$ cat config.mk
export PLATFORM = sky130hd
export DESIGN_NAME = indirect_reg_port
export DESIGN_NICKNAME = d
export VERILOG_FILES = /design/src/rtl/irp_pkg.sv /design/src/rtl/irp_ptr_reg.sv /design/src/rtl/irp_slice_map.sv /design/src/rtl/irp_ctrl.sv /design/src/rtl/indirect_reg_port.sv
export SDC_FILE = /design/constraint.sdc
export NUM_CORES = 1
export LEC_CHECK = 0
export BUFFER_PORTS_ARGS = -buffer_cell sky130_fd_sc_hd__buf_4
export CORE_MARGIN = 1.5
export CORE_UTILIZATION = 30
export DETAILED_ROUTE_END_ITERATION = 7
export PLACE_DENSITY = 0.66
export SKIP_LAST_GASP = 1
export SLEW_MARGIN = 20
export SYNTH_ARGS = -nofsm -noshare
export SYNTH_HDL_FRONTEND = slang
export SYNTH_SLANG_ARGS = --single-unit
$ cat constraint.sdc
create_clock -name clk -period 3.3 [get_ports clk]
set_clock_uncertainty 0.1 [all_clocks]
set_input_delay 0.495 -clock clk [delete_from_list [all_inputs] [get_ports clk]]
set_output_delay 0.495 -clock clk [all_outputs]
set_load 0.02 [all_outputs]
$ cat src/rtl/irp_pkg.sv
package irp_pkg;

    localparam int HOST_W   = 32;
    localparam int FLAG_BIT = 15;

    localparam logic [1:0] OFF_CMD  = 2'd0;
    localparam logic [1:0] OFF_PARM = 2'd1;
    localparam logic [1:0] OFF_PTR  = 2'd2;
    localparam logic [1:0] OFF_WIN  = 2'd3;

    typedef enum logic [2:0] {
        ST_IDLE    = 3'd0,
        ST_WRITE   = 3'd1,
        ST_READ    = 3'd2,
        ST_CAPTURE = 3'd3,
        ST_DONE    = 3'd4
    } irp_state_e;

endpackage

$ cat src/rtl/irp_ptr_reg.sv
module irp_ptr_reg #(
    parameter int ADDR_W = 8
) (
    input  logic              clk,
    input  logic              rst_n,
    input  logic              wr_en,
    input  logic [1:0]        wr_be,
    input  logic [ADDR_W-1:0] wr_addr,
    input  logic              wr_flag,
    input  logic              step,
    output logic [ADDR_W-1:0] cur_addr,
    output logic              auto_inc,
    output logic [15:0]       view
);
    localparam int IDX_W = ADDR_W - 2;

    logic [ADDR_W-1:0] addr_q;
    logic              flag_q;

    always_ff @(posedge clk or negedge rst_n) begin
        if (!rst_n) begin
            addr_q <= '0;
            flag_q <= 1'b0;
        end else if (wr_en) begin
            for (int i = 0; i < ADDR_W; i++) begin
                if (wr_be[i / 8]) addr_q[i] <= wr_addr[i];
            end
            if (wr_be[1]) flag_q <= wr_flag;
        end else if (step && flag_q) begin
            addr_q <= {addr_q[ADDR_W-1:2] + IDX_W'(1), addr_q[1:0]};
        end
    end

    always_comb begin
        view                   = '0;
        view[ADDR_W-1:0]       = addr_q;
        view[irp_pkg::FLAG_BIT] = flag_q;
    end

    assign cur_addr = addr_q;
    assign auto_inc = flag_q;

endmodule

$ cat src/rtl/irp_slice_map.sv
module irp_slice_map #(
    parameter int ENTRY_W = 68
) (
    input  logic [1:0]         slice,
    input  logic [3:0]         be,
    input  logic [31:0]        wdata,
    input  logic [ENTRY_W-1:0] rdata,
    output logic [ENTRY_W-1:0] ent_wdata,
    output logic [ENTRY_W-1:0] ent_wmask,
    output logic [31:0]        rd_word
);
    localparam int TOP_W = ENTRY_W - 64;

    logic [31:0] lane_bits;

    for (genvar b = 0; b < 4; b++) begin : g_lane
        assign lane_bits[8*b +: 8] = {8{be[b]}};
    end

    always_comb begin
        ent_wdata = '0;
        ent_wmask = '0;
        rd_word   = '0;
        unique case (slice)
            2'b00: begin
                ent_wdata[31:0] = wdata;
                ent_wmask[31:0] = lane_bits;
                rd_word         = rdata[31:0];
            end
            2'b01: begin
                ent_wdata[63:32] = wdata;
                ent_wmask[63:32] = lane_bits;
                rd_word          = rdata[63:32];
            end
            2'b10, 2'b11: begin
                ent_wdata[ENTRY_W-1:64] = wdata[TOP_W-1:0];
                ent_wmask[ENTRY_W-1:64] = lane_bits[TOP_W-1:0];
                rd_word[TOP_W-1:0]      = rdata[ENTRY_W-1:64];
            end
        endcase
    end

endmodule

$ cat src/rtl/irp_ctrl.sv
module irp_ctrl
    import irp_pkg::*;
(
    input  logic       clk,
    input  logic       rst_n,
    input  logic       host_req,
    input  logic       host_we,
    input  logic [1:0] host_off,
    output logic       take,
    output logic       ptr_wr,
    output logic       cap_reg,
    output logic       rf_wr,
    output logic       rf_rd,
    output logic       cap_win,
    output logic       step,
    output logic       ack
);
    irp_state_e state_q, state_d;

    logic accept;
    assign accept = (state_q == ST_IDLE) && host_req;

    always_ff @(posedge clk or negedge rst_n) begin
        if (!rst_n) state_q <= ST_IDLE;
        else        state_q <= state_d;
    end

    always_comb begin
        state_d = state_q;
        unique case (state_q)
            ST_IDLE: begin
                if (host_req) begin
                    if (host_off == OFF_WIN) state_d = host_we ? ST_WRITE : ST_READ;
                    else                     state_d = ST_DONE;
                end
            end
            ST_WRITE:   state_d = ST_DONE;
            ST_READ:    state_d = ST_CAPTURE;
            ST_CAPTURE: state_d = ST_DONE;
            ST_DONE:    state_d = ST_IDLE;
            default:    state_d = ST_IDLE;
        endcase
    end

    always_comb begin
        take    = accept;
        ptr_wr  = accept && host_we && (host_off == OFF_PTR);
        cap_reg = accept && !host_we && (host_off != OFF_WIN);
        rf_wr   = (state_q == ST_WRITE);
        rf_rd   = (state_q == ST_READ);
        cap_win = (state_q == ST_CAPTURE);
        step    = (state_q == ST_WRITE) || (state_q == ST_CAPTURE);
        ack     = (state_q == ST_DONE);
    end

endmodule

$ cat src/rtl/indirect_reg_port.sv
module indirect_reg_port
    import irp_pkg::*;
#(
    parameter int ADDR_W  = 8,
    parameter int ENTRY_W = 68,
    localparam int IDX_W  = ADDR_W - 2
) (
    input  logic               clk,
    input  logic               rst_n,
    input  logic               host_req,
    input  logic               host_we,
    input  logic [1:0]         host_off,
    input  logic [3:0]         host_be,
    input  logic [31:0]        host_wdata,
    output logic               host_ack,
    output logic [31:0]        host_rdata,
    output logic [IDX_W-1:0]   rf_idx,
    output logic               rf_wr,
    output logic               rf_rd,
    output logic [ENTRY_W-1:0] rf_wdata,
    output logic [ENTRY_W-1:0] rf_wmask,
    input  logic [ENTRY_W-1:0] rf_rdata
);
    logic              take, ptr_wr, cap_reg, cap_win, step;
    logic [ADDR_W-1:0] cur_addr;
    logic              auto_inc;
    logic [15:0]       ptr_view;
    logic [3:0]        be_q;
    logic [31:0]       wd_q;
    logic [31:0]       rdata_q;
    logic [31:0]       win_word;

    irp_ctrl u_ctrl (
        .clk      (clk),
        .rst_n    (rst_n),
        .host_req (host_req),
        .host_we  (host_we),
        .host_off (host_off),
        .take     (take),
        .ptr_wr   (ptr_wr),
        .cap_reg  (cap_reg),
        .rf_wr    (rf_wr),
        .rf_rd    (rf_rd),
        .cap_win  (cap_win),
        .step     (step),
        .ack      (host_ack)
    );

    irp_ptr_reg #(.ADDR_W(ADDR_W)) u_ptr (
        .clk      (clk),
        .rst_n    (rst_n),
        .wr_en    (ptr_wr),
        .wr_be    (host_be[1:0]),
        .wr_addr  (host_wdata[ADDR_W-1:0]),
        .wr_flag  (host_wdata[FLAG_BIT]),
        .step     (step),
        .cur_addr (cur_addr),
        .auto_inc (auto_inc),
        .view     (ptr_view)
    );

    irp_slice_map #(.ENTRY_W(ENTRY_W)) u_map (
        .slice     (cur_addr[1:0]),
        .be        (be_q),
        .wdata     (wd_q),
        .rdata     (rf_rdata),
        .ent_wdata (rf_wdata),
        .ent_wmask (rf_wmask),
        .rd_word   (win_word)
    );

    always_ff @(posedge clk or negedge rst_n) begin
        if (!rst_n) begin
            be_q    <= '0;
            wd_q    <= '0;
            rdata_q <= '0;
        end else begin
            if (take) begin
                be_q <= host_be;
                wd_q <= host_wdata;
            end
            if (cap_reg) rdata_q <= (host_off == OFF_PTR) ? {16'h0, ptr_view} : 32'h0;
            else if (cap_win) rdata_q <= win_word;
        end
    end

    assign rf_idx     = cur_addr[ADDR_W-1:2];
    assign host_rdata = rdata_q;

endmodule

==> results.md <==
* DR vias/cell at between 4 and 5
* Async set-reset flop share out of synthesis at 1.000
* Worst setup SP type: flip-flop
* Setup-failing EPs final at 0
* Cell Rows at 45
* TritonCTS clock tree: built
* Largest net degree at the start of global routing at 47
* Iter 0 DRT Violations at roughly 210
* Vias in the first global route at 3886
* Mean Syn Cell Area at ~8.6 um^2
* First-pass GRT wire length at roughly 22000 um
* Non-Filler Instances at 935
* Crit Path Max Fanout at 25
* Top-count cell post-synth: nand2_1
* Grt total ovfl at 0
* Final setup TNS at 0 ns
* Longest Clk Path Bufs at 2
* H-tree levels at 3
* Most common library cells after synthesis: nand2_1 (147), dfrtp_1 (80), and2_1 (77)
* Net Count, Synth at between 600 and 700
* Number of synthesized flops with an enable pin at 0
* Status: completed
* Main synth FF type: dfrtp_1
* Vias at 4265
* CP Capture Type: output port
* Pwr per Cell Area at 988.4 nW/um^2
* R2R cell count at 4
* CP peak stage delay at 0.61 ns
* Total Wirelength at approximately 14000 um
* Antenna-violating nets left at 0
* Die ar. at 16070 um^2
* I/O pins at roughly 290
* Final hold vios at 0
* CP Class: reg2out
* Max Cap Violations at 0
* Measured slew at the worst slew-check pin at ~0.7 ns
* Dpl hpwl at 10850 um
* Seq/Total Area, Yosys at 0.4357
* Post-Place Cells at 919
* Die Y at 126.8 um
* Yosys cell types at 39
* Critical-path cell list: nor2b_4 > and2_1 > buf_4
* Worst-Skew Late Latency at ~0.34 ns
* CP Data Required Time at roughly 2.7 ns
* Post-route DRC at 0
* Yosys warns at 0
* Diodes inserted at 0
* Clock Sinks at 80
* Synth top area share at 0.4357
* Initial core utilization at 0.3045
* Mapped cell area at 4594 um^2
* Slew Limit Headroom at 0.5213
* Tcrit/Tclk final at 0.8197
* Max VDD drop at 422.1 uV
* Unrepaired setup endpoints after global routing: no
* HP Class: in2async
* #FFs+latches synth at 80
* Core Box Area at around 15000 um^2
* DR pass1 iterations at 5
* Number of CTS-inserted buffers at 9
* Root Driver: clkbuf_16
* Yosys top cell by area: dfrtp_1
* CP max-delay cell: dfrtp_1
* Tot GR Track Use at 0.1749
* Initial antenna violation count at 0
* Achievable Freq at 369.7 MHz
* Drt wl/cell at around 15 um
* CTS resizes at 0
* Top cell family by delay on the critical path: simple AND/OR/NAND/NOR gates
* Hold-fix buffers, CTS at 0
* Share of cells above drive strength 1 at 0.4284
* Tmin final at between 2 and 3 ns
* Nets@finish at roughly 850
* Post-synthesis cell count at approximately 540
* Synth area leaders: dfrtp_1 (44%), nand2_1 (12%), buf_4 (11%), and2_1 (10%), a22oi_1 (5.1%)
* Die width at 126.8 um
* Port buffer count at 286
* Crit path buf inv count at 1
* GPL Wtd Cong at between 0.7 and 0.8
* Leak at between 3 and 4 nW
* Final Max Tran Viols at 0
* Critical path depth at 3
* Critical path data arrival time at about 2.1 ns
* Area grow syn2layout at 46.68%
* CTS clk-pin slew, worst paths at 0.06 ns
* Setup Buffers After CTS at 0
[logic make-up after synthesis]
logic type | after synthesis | synth area share
AOI/OAI and AO/OA | 78 | 0.1187
adders and majority gates | 1 | 0.002723
muxes | 12 | 0.02696
and+or+nand+nor | 262 | 0.2734
buffers and inverters | 104 | 0.1424
DFF | 80 | 0.4357
[routing by layer]
metal,track usage,share of wire,vias up
met5,0,0,-
met4,0.05682,0.016,0
met3,0.05103,0.069,18
met2,0.2864,0.47,158
met1,0.2225,0.44,1983
li1,-,-,2106
[state kept, by name, indices dropped and copies added, names as in the netlist]
signal,flops
u_ctrl.state_q,3
be_q,4
u_ptr.auto_inc,1
u_ptr.cur_addr,8
wd_q,32
host_rdata,32
[through the flow]
stage               hold WS [ns]  setup WS, ns  power (mW)  cell area [um^2]    util
floorplan                0.09941        0.7497       4.359              4594       -
global placement          0.3559        0.9789       5.719              6452  0.4276
detailed placement        0.3613        0.9308       5.772              6452  0.4276
CTS                      0.06988        0.5425       6.762              6739  0.4466
global route             0.09902        0.4240       7.112              6739  0.4466
finish                   0.05548        0.5951       6.661              6739  0.4466
[worst paths after layout]
check	to	slack [ns]	start
worst max-delay path	rf_wmask[35]	0.60	u_ptr.cur_addr[0]$_DFFE_PN0P_
worst min-delay path	host_rdata[21]$_DFFE_PN0P_	0.06	rst_n
worst min register to register	host_rdata[3]$_DFFE_PN0P_	0.37	host_rdata[3]$_DFFE_PN0P_
max in group asynchronous	wd_q[29]$_DFFE_PN0N_	2.30	rst_n
worst max register to register	u_ptr.cur_addr[7]$_DFFE_PN0P_	1.04	u_ctrl.state_q[0]$_DFFE_PN0P_
min in group clk	wd_q[16]$_DFFE_PN0N_	0.24	host_wdata[16]
[layout make-up]
class / instances / area, um^2
clock buffers: 14 / 274.0
clock inverters: 2 / 12.51
fillers: 1520 / 8351
inverters: 4 / 15.01
multi-input cells: 353 / 1968
flip-flops and latches: 80 / 2002
well taps: 188 / 235.2
repair buffers: 294 / 2232
[worst register-to-register path: stages, from the launching register on]
cell       delay [ns]
dfrtp_1          0.50
or4b_4           0.82
o31ai_4          0.46
o21ai_1          0.13
o2bb2ai_1        0.14
[cells in the final DEF, fill, tap and decap left out, drive strengths merged, types with 4 or more instances in the layout]
cell and count:
a22oi 31, a221o 5, o21ai 29, and2 77, nand2 148, clkbuf 14
mux2i 9, nor3 6, inv 4, dfrtp 80, buf 294, nor2 15
[report_power, final]
| part | total [mW] | internal, mW | switching [mW] |
|---|---|---|---|
| registers | 1.74 | 1.36 | 0.376 |
| clock network | 0.961 | 0.570 | 0.391 |
| logic | 3.96 | 1.67 | 2.29 |
Power figures use the tool's default switching activity.
